--- src/rtl/dbr_pkg.sv ---
package dbr_pkg;

    typedef enum logic [1:0] {
        FLT_NONE = 2'd0,
        FLT_GP   = 2'd1,
        FLT_PF   = 2'd2
    } fault_e;

    typedef enum logic [2:0] {
        ST_IDLE,
        ST_MD_REQ,
        ST_MD_WAIT,
        ST_MEM_REQ,
        ST_MEM_WAIT,
        ST_RESP
    } state_e;

    localparam logic [2:0] PG_REGULAR = 3'd1;
    localparam logic [2:0] PG_CONTROL = 3'd2;
    localparam logic [2:0] PG_VERSION = 3'd3;
    localparam logic [2:0] PG_SHSTK_F = 3'd4;
    localparam logic [2:0] PG_SHSTK_R = 3'd5;

endpackage

--- src/rtl/dbr_entry_check.sv ---
module dbr_entry_check
    import dbr_pkg::*;
#(
    parameter int unsigned     AW           = 32,
    parameter longint unsigned REGION_BASE  = 64'h0010_0000,
    parameter longint unsigned REGION_PAGES = 16
) (
    input  logic [AW-1:0] addr,
    input  logic          mode64,
    input  logic [1:0]    cpl,
    input  logic          seg_viol,
    output fault_e        fault
);
    localparam longint unsigned REGION_END = REGION_BASE + REGION_PAGES * 64'd4096;

    logic        misaligned;
    logic        outside;
    logic [63:0] addr_w;

    always_comb begin
        addr_w     = 64'(addr);
        misaligned = mode64 ? (addr[2:0] != 3'b000) : (addr[1:0] != 2'b00);
        outside    = (addr_w < REGION_BASE) || (addr_w >= REGION_END);

        if (cpl != 2'd0) begin
            fault = FLT_GP;
        end else if (seg_viol) begin
            fault = FLT_GP;
        end else if (misaligned) begin
            fault = FLT_GP;
        end else if (outside) begin
            fault = FLT_PF;
        end else begin
            fault = FLT_NONE;
        end
    end

endmodule

--- src/rtl/dbr_meta_check.sv ---
module dbr_meta_check
    import dbr_pkg::*;
#(
    parameter int unsigned CTRL_OFS_LIMIT = 72
) (
    input  logic [11:0] page_ofs,
    input  logic        entry_valid,
    input  logic [2:0]  page_type,
    input  logic        pending,
    input  logic        modified,
    input  logic        busy,
    input  logic        debug_attr,
    output fault_e      fault,
    output logic        soft_err,
    output logic        saturate
);
    localparam logic [11:0] LIMIT = 12'(CTRL_OFS_LIMIT);

    logic is_owned;
    logic is_slot;
    logic type_ok;

    always_comb begin
        is_owned = (page_type == PG_REGULAR) || (page_type == PG_CONTROL);
        is_slot  = (page_type == PG_VERSION) || (page_type == PG_SHSTK_F) ||
                   (page_type == PG_SHSTK_R);
        type_ok  = is_owned || is_slot;
        saturate = is_slot;
        soft_err = 1'b0;
        fault    = FLT_NONE;

        if (busy) begin
            fault = FLT_GP;
        end else if (!entry_valid) begin
            fault = FLT_PF;
        end else if (!type_ok) begin
            fault = FLT_PF;
        end else if (pending || modified) begin
            soft_err = 1'b1;
        end else if ((page_type == PG_CONTROL) && (page_ofs >= LIMIT)) begin
            fault = FLT_GP;
        end else if (is_owned && !debug_attr) begin
            fault = FLT_GP;
        end
    end

endmodule

--- src/rtl/dbr_result_fmt.sv ---
module dbr_result_fmt (
    input  logic        mode64,
    input  logic        upper_half,
    input  logic        saturate,
    input  logic [63:0] word,
    output logic [63:0] result
);
    logic [63:0] masked;
    logic        nonzero;

    always_comb begin
        masked  = word & ~64'h7;
        nonzero = |masked;
        if (saturate) begin
            if (!nonzero) begin
                result = 64'd0;
            end else if (mode64) begin
                result = {64{1'b1}};
            end else begin
                result = {32'd0, {32{1'b1}}};
            end
        end else if (mode64) begin
            result = word;
        end else begin
            result = {32'd0, (upper_half ? word[63:32] : word[31:0])};
        end
    end

endmodule

--- src/rtl/enclave_dbg_reader.sv ---
module enclave_dbg_reader
    import dbr_pkg::*;
#(
    parameter int unsigned        AW                 = 32,
    parameter int unsigned        EW                 = 16,
    parameter longint unsigned    REGION_BASE        = 64'h0010_0000,
    parameter longint unsigned    REGION_PAGES       = 16,
    parameter int unsigned        CTRL_OFS_LIMIT     = 72,
    parameter logic [EW-1:0]      ERR_NOT_DEBUGGABLE = 13
) (
    input  logic             clk,
    input  logic             rst_n,
    input  logic             req_valid,
    output logic             req_ready,
    input  logic [AW-1:0]    req_addr,
    input  logic             req_mode64,
    input  logic [1:0]       req_cpl,
    input  logic             req_seg_viol,
    output logic             md_req_valid,
    input  logic             md_req_ready,
    output logic [AW-13:0]   md_req_page,
    input  logic             md_rsp_valid,
    output logic             md_rsp_ready,
    input  logic             md_rsp_entry_valid,
    input  logic [2:0]       md_rsp_type,
    input  logic             md_rsp_pending,
    input  logic             md_rsp_modified,
    input  logic             md_rsp_busy,
    input  logic             md_rsp_debug,
    input  logic [2:0]       md_rsp_rwx,
    output logic             mem_req_valid,
    input  logic             mem_req_ready,
    output logic [AW-1:0]    mem_req_addr,
    input  logic             mem_rsp_valid,
    output logic             mem_rsp_ready,
    input  logic [63:0]      mem_rsp_data,
    output logic             done,
    output logic [1:0]       fault,
    output logic             data_we,
    output logic [63:0]      data,
    output logic             flg_we,
    output logic [5:0]       flg_val,
    output logic [EW-1:0]    err_code
);

    typedef struct packed {
        state_e        st;
        logic [AW-1:0] addr;
        logic          mode64;
        logic          sat;
        fault_e        flt;
        logic          dwe;
        logic [63:0]   dat;
        logic          fwe;
        logic          zf;
        logic [EW-1:0] err;
    } regs_t;

    localparam regs_t REGS_RST = '{
        st: ST_IDLE, addr: '0, mode64: 1'b0, sat: 1'b0, flt: FLT_NONE,
        dwe: 1'b0, dat: '0, fwe: 1'b0, zf: 1'b0, err: '0
    };

    regs_t  r_q, r_d;
    fault_e pre_fault;
    fault_e meta_fault;
    logic   meta_soft;
    logic   meta_sat;
    logic [63:0] fmt_data;
    logic   unused_rwx;

    assign unused_rwx = ^md_rsp_rwx;

    dbr_entry_check #(
        .AW           (AW),
        .REGION_BASE  (REGION_BASE),
        .REGION_PAGES (REGION_PAGES)
    ) u_entry (
        .addr     (req_addr),
        .mode64   (req_mode64),
        .cpl      (req_cpl),
        .seg_viol (req_seg_viol),
        .fault    (pre_fault)
    );

    dbr_meta_check #(
        .CTRL_OFS_LIMIT (CTRL_OFS_LIMIT)
    ) u_meta (
        .page_ofs    (r_q.addr[11:0]),
        .entry_valid (md_rsp_entry_valid),
        .page_type   (md_rsp_type),
        .pending     (md_rsp_pending),
        .modified    (md_rsp_modified),
        .busy        (md_rsp_busy),
        .debug_attr  (md_rsp_debug),
        .fault       (meta_fault),
        .soft_err    (meta_soft),
        .saturate    (meta_sat)
    );

    dbr_result_fmt u_fmt (
        .mode64     (r_q.mode64),
        .upper_half (r_q.addr[2]),
        .saturate   (r_q.sat),
        .word       (mem_rsp_data),
        .result     (fmt_data)
    );

    always_comb begin
        r_d = r_q;
        unique case (r_q.st)
            ST_IDLE: begin
                if (req_valid) begin
                    r_d.addr   = req_addr;
                    r_d.mode64 = req_mode64;
                    r_d.sat    = 1'b0;
                    if (pre_fault != FLT_NONE) begin
                        r_d.flt = pre_fault;
                        r_d.st  = ST_RESP;
                    end else begin
                        r_d.st  = ST_MD_REQ;
                    end
                end
            end
            ST_MD_REQ: begin
                if (md_req_ready) begin
                    r_d.st = ST_MD_WAIT;
                end
            end
            ST_MD_WAIT: begin
                if (md_rsp_valid) begin
                    r_d.sat = meta_sat;
                    if (meta_fault != FLT_NONE) begin
                        r_d.flt = meta_fault;
                        r_d.st  = ST_RESP;
                    end else if (meta_soft) begin
                        r_d.fwe = 1'b1;
                        r_d.zf  = 1'b1;
                        r_d.err = ERR_NOT_DEBUGGABLE;
                        r_d.st  = ST_RESP;
                    end else begin
                        r_d.st  = ST_MEM_REQ;
                    end
                end
            end
            ST_MEM_REQ: begin
                if (mem_req_ready) begin
                    r_d.st = ST_MEM_WAIT;
                end
            end
            ST_MEM_WAIT: begin
                if (mem_rsp_valid) begin
                    r_d.dat = fmt_data;
                    r_d.dwe = 1'b1;
                    r_d.fwe = 1'b1;
                    r_d.zf  = 1'b0;
                    r_d.err = '0;
                    r_d.st  = ST_RESP;
                end
            end
            ST_RESP: begin
                r_d     = REGS_RST;
                r_d.st  = ST_IDLE;
            end
            default: begin
                r_d = REGS_RST;
            end
        endcase
    end

    always_ff @(posedge clk) begin
        if (!rst_n) begin
            r_q <= REGS_RST;
        end else begin
            r_q <= r_d;
        end
    end

    assign req_ready     = (r_q.st == ST_IDLE);
    assign md_req_valid  = (r_q.st == ST_MD_REQ);
    assign md_req_page   = r_q.addr[AW-1:12];
    assign md_rsp_ready  = (r_q.st == ST_MD_WAIT);
    assign mem_req_valid = (r_q.st == ST_MEM_REQ);
    assign mem_req_addr  = {r_q.addr[AW-1:3], 3'b000};
    assign mem_rsp_ready = (r_q.st == ST_MEM_WAIT);
    assign done          = (r_q.st == ST_RESP);
    assign fault         = r_q.flt;
    assign data_we       = r_q.dwe;
    assign data          = r_q.dat;
    assign flg_we        = r_q.fwe;
    assign flg_val       = {r_q.zf, 5'b00000};
    assign err_code      = r_q.err;

endmodule

--- config.mk ---
export PLATFORM = sky130hd
export DESIGN_NAME = enclave_dbg_reader
export DESIGN_NICKNAME = d
export VERILOG_FILES = /design/src/rtl/dbr_pkg.sv /design/src/rtl/dbr_entry_check.sv /design/src/rtl/dbr_meta_check.sv /design/src/rtl/dbr_result_fmt.sv /design/src/rtl/enclave_dbg_reader.sv
export SDC_FILE = /design/constraint.sdc
export NUM_CORES = 1
export LEC_CHECK = 0
export BUFFER_PORTS_ARGS = -buffer_cell sky130_fd_sc_hd__buf_4
export CORE_MARGIN = 10
export CORE_UTILIZATION = 24
export CTS_CLUSTER_DIAMETER = 100
export DETAILED_ROUTE_END_ITERATION = 8
export PLACE_DENSITY = 0.52
export SYNTH_ARGS = -nofsm -noshare
export SYNTH_HDL_FRONTEND = slang
export SYNTH_SLANG_ARGS = --single-unit
--- constraint.sdc ---
create_clock -name clk -period 2 [get_ports clk]
set_input_delay 0.4 -clock clk [delete_from_list [all_inputs] [get_ports clk]]
set_output_delay 0.4 -clock clk [all_outputs]
set_load 0.05 [all_outputs]
Yosys cells after proc, flatten, opt, wreduce, memory -nomap -nowiden
Index checks and enable logic that the tools add are counted.
W data, S select, Z words.

word-level totals
  output and inout port bits = 148
  memory bits (read-only) = 0
  latch bits = 0
  memories = 0
  input bits = 118
  flip-flop bits (word level) = 122
  RAM bits = 0
  word-level logic and storage cells = 102

operators by class
  bitwise operators = 4
  add/sub/neg operators = 0
  div/mod/pow operators = 0
  reduce and logical (&&, ||, !) cells = 26
  $mul = 0
  multiplexer cells = 40
  eq/ne operators = 19
  shift-type cells = 0
  order comparisons = 3

operators with widths
  operator                count
  $mux W64                4
  $pmux W65 S2            1
  $mux W83                1
  $pmux W33 S2            1
  $reduce_or A61 Y1       1
  $mux W18                3
  $pmux W18 S3            1
  $mux W39                1
  $ge A32 B21 Y1 const B  1
  $lt A32 B21 Y1 const B  1
  $mux W32                1
  $mux W3                 8
  $mux W2                 11
  $pmux W3 S5             1
  $reduce_and A5 Y1       3
  $eq A3 B2 Y1 const B    4
  $eq A3 B3 Y1 const B    4
  $ge A12 B7 Y1 const B   1
  $ne A2 B1 Y1 const B    5
  $pmux W3 S3             1
  $ne A2 B2 Y1 const B    4
  $reduce_bool A2 Y1      4
  $reduce_or A4 Y1        2
  $eq A3 B1 Y1 const B    2
  other kinds (10)        26

Depth between registers and ports, before layout
  word-level depth = 13
  gate-level depth with buffers = 8
  mapped depth without buffers = 6

Hierarchy
Synthesis repeated with hierarchy kept, for this count alone.

unflattened totals
  cells, all modules = 737
  area, all modules = 6075.8 µm²

by module, submodules not included
  module              cells an instance  seq. area each (µm²)  area an instance (µm²)  times used
  enclave_dbg_reader  537                2122.0                4842.1                  1
  dbr_result_fmt      174                0.0                   1054.8                  1
  dbr_meta_check      17                 0.0                   118.9                   1
  dbr_entry_check     9                  0.0                   60.1                    1

Worst setup path after synthesis
OpenSTA, ideal clock, no wires.

  path kind = reg2out
  start = reg r_q[120] (netlist bit)
  end = out req_ready
  path buffers = 1
  stages on the path, launching flop included = 4
  data arrival time = 1502 ps
  required time = 1600 ps
  path slack = 98 ps
  path through = dfxtp_1 -> or3_1 -> inv_2 -> clkbuf_1

between the ends
  word-level cells in the longest chain between the ends = 1

ends and longest elaborated chain
  what                      RTL line                   text
  start: declaration        enclave_dbg_reader.sv:64   regs_t r_q, r_d;
  start signal: assignment  enclave_dbg_reader.sv:175  r_q <= r_d;
  $logic_not A3 Y1          enclave_dbg_reader.sv:179  assign req_ready = (r_q.st == ST_IDLE);
  end: declaration          enclave_dbg_reader.sv:14   output logic req_ready,

No other way between the ends.

Worst setup path after layout
  start = reg r_q[119] (netlist bit)
  end = out md_rsp_ready

between the ends
  word-level cells in the longest chain between the ends = 1

ends and longest elaborated chain
  what              RTL line                   text
  $eq A3 B2 Y1      enclave_dbg_reader.sv:182  assign md_rsp_ready = (r_q.st == ST_MD_WAIT);
  end: declaration  enclave_dbg_reader.sv:23   output logic md_rsp_ready,

No other way between the ends.

==> flow_metrics.env <==
export IMPL_status="finished, final reports clean"
export IMPL_stdcell_area_mm2=0.007629
export IMPL_via_per_inst=4.522
export IMPL_path_cells="buf_4, or3_4, inv_1, buf_6"
export IMPL_p_total_w=0.008683
export IMPL_synthTopCellsByCount="buf_4, dfxtp_1, nand2_1"
export IMPL_cts_max_level=3
export IMPL_detail_route_antenna_nets=0
export IMPL_syn2layout_area_growth_pct=31.40
export IMPL_synth_most_common_cell="buf_4"
export IMPL_pre_cts_ws_ps=-216.5
export IMPL_fmax_mhz=517.7
export IMPL_drv_cap=0
export IMPL_port_buffers=241
export IMPL_postCtsHoldBufs=0
export IMPL_syn_area_per_cell_um2=8.341
export IMPL_synth_cells=696
export IMPL_grt_overflow_total=0
export IMPL_layout_drive_gt1_share=0.3883
export IMPL_fin_ws_ps=68.20
export IMPL_antenna_found_initial=0
export IMPL_cts_root_buf="clkbuf_16"
export IMPL_start_util=0.2459
export IMPL_min_path_type="input port to register"
export IMPL_crit_path_end_kind="output pin"
export IMPL_drt_iter0_drc=252
export IMPL_setup_violations=0
export IMPL_finalCritPeriodShare=0.9659
export IMPL_cts_setup_buffers=0
export IMPL_rsz0062_at_grt="no"
export IMPL_wl_per_cell_um=18.67
export IMPL_powerDensity_mw_per_mm2=1138
export IMPL_top_level_ports=266
export IMPL_cts_made_buffers=9
export IMPL_synth_seq_area_share=0.3586
export IMPL_placementRows=56
export IMPL_die_w_um=175.5
export IMPL_clock_latency_ps=360
export IMPL_synth_largest_area_cell="dfxtp_1"
export IMPL_startpoint_type="register"
export IMPL_grt_pass1_wl_um=32860
export IMPL_clkTransAtPathRegs_ps=80
export IMPL_ys_dominant_reg_cell="dfxtp_1"
export IMPL_syn_area_mm2=0.005806
export IMPL_slowest_stage="or3_4"
export IMPL_grt_pass1_vias=5530
export IMPL_async_flop_share=0
export IMPL_report_final_slew_viol_count=0
export IMPL_synth_edf_count=0
export IMPL_p_leak_nw=3.212
export IMPL_drc=0
export IMPL_grtUsageTotal=0.1347
export IMPL_max_stage_delay_ps=400
export IMPL_ir_worst_vdd_mv=0.6235
export IMPL_grt_start_max_net_pins=35
export IMPL_synth_cell_types=51
export IMPL_diodes=0
export IMPL_layout_nets=950
export IMPL_cts_path_max_buffers=2
export IMPL_worstPathMaxFanout=11
export IMPL_cts_tree="yes"
export IMPL_ys_warn_count=0
export IMPL_tightestPinTransition_ps=1056
export IMPL_fin_skew_ps=15.71
export IMPL_place_area_mm2=0.007318
export IMPL_routabilityCongestion=0.8105
export IMPL_hold_viol=0
export IMPL_die_area_mm2=0.03081
export IMPL_wl_um=21590
export IMPL_worstPathRequired_ps=1600
export IMPL_vias=5228
export IMPL_critPathKind="register to output pin"
export IMPL_stdcell_count=1156
export IMPL_worstPathArrival_ps=1530
export IMPL_dp_cells=1140
export IMPL_synth_area_leaders="dfxtp_1, buf_4, a21boi_1"
export IMPL_synth_top_cell_area_share=0.3586
export IMPL_coreArea_mm2=0.02361
export IMPL_die_y_um=175.5
export IMPL_first_pass_iters=4
export IMPL_slew_headroom=0.2929
export IMPL_finalCriticalPeriod_ps=1932
export IMPL_cts_sinks=104
export IMPL_ys_ff_latch=104
export IMPL_fin_util=0.3231
export IMPL_dpl_hpwl_um=16730
==> what timing repair did <==
action | 4_1_cts | 5_1_grt
endpoints found under the setup margin | 2 | 59
cloned | 0 | 0
gates resized for setup | 4 | 2
==> flip-flops by register name, summed over array words and instances (netlist names) <==
name          flops
data             64
data_we           1
err_code          1
fault             2
flg_we            1
md_req_page      20
mem_req_addr      9
r_q               6
==> report_power, final <==
part	leakage (nW)	internal [W]	switching (W)	total, W
registers	0.844	0.00237	0.000211	0.00258
logic	2.23	0.00136	0.00295	0.00432
clock network	0.138	0.000876	0.000912	0.00179
==> per-layer routing <==
layer | GRT usage | routed length, um
met1 | 0.1670 | 9620
met2 | 0.2142 | 9589
met3 | 0.05640 | 2166
met4 | 0.02720 | 210
met5 | 0 | 0
==> cell usage in the layout, fill, tap and decap left out, types with 3 or more instances in the layout <==
cell / instances
a21boi_1: 64
inv_8: 3
dfxtp_1: 102
a211oi_1: 34
inv_1: 3
and2_1: 38
inv_2: 3
nor2_1: 12
buf_12: 6
nand3_1: 33
nand2_1: 72
and3_1: 3
a31oi_1: 3
o21ai_1: 33
clkbuf_16: 9
buf_4: 285
nand4_1: 6
nor4_1: 17
a21oi_1: 6
conb_1: 21
a22oi_1: 32
==> worst max-delay path, delay by kind of cell (launching register included) <==
kind	cells	cell delay (ps)
buffers and inverters	3	430
AND/OR/NAND/NOR	1	400
flip-flops	1	350
==> metrics by stage <==
step	hold WS (ps)	setup TNS, ps
after global routing	288.4	0
final	301.7	0
after floorplan	429.9	0
after detailed placement	442.1	-13380
after CTS	283.4	0
after global placement	438.1	-12010
==> worst paths after layout <==
check                                             startpoint               endpoint  slack [ps]  cells past startpoint
worst min-delay path                         mem_rsp_data[2]   data[2]$_SDFFE_PN0P_         300                      3
worst min register to register         data[20]$_SDFFE_PN0P_  data[20]$_SDFFE_PN0P_         450                      2
worst max register to register  mem_req_addr[7]$_SDFFE_PN0P_  fault[0]$_SDFFE_PN0P_         100                      5
worst max-delay path                   r_q[119]$_SDFFE_PN0P_           md_rsp_ready          70                      4
==> cells by family after synthesis <==
group | share of synthesized area
buf+inv | 0.2181
simple gates | 0.1795
mux | 0.005388
flops | 0.3586
compound gates | 0.2362
other cells | 0.0006459
xor+xnor | 0.001509
==> area by class of cell <==
cell class                 instances  area (um^2)
clock buffer                       9        225.2
fill                            2576        15980
tap                              319        399.1
sequential                       104         2085
multi-input combinational        419         2564
timing repair buffer             292         2271
clock inverter                     7        62.56
inverter                           6        22.52
Power figures use the tool's default switching activity.
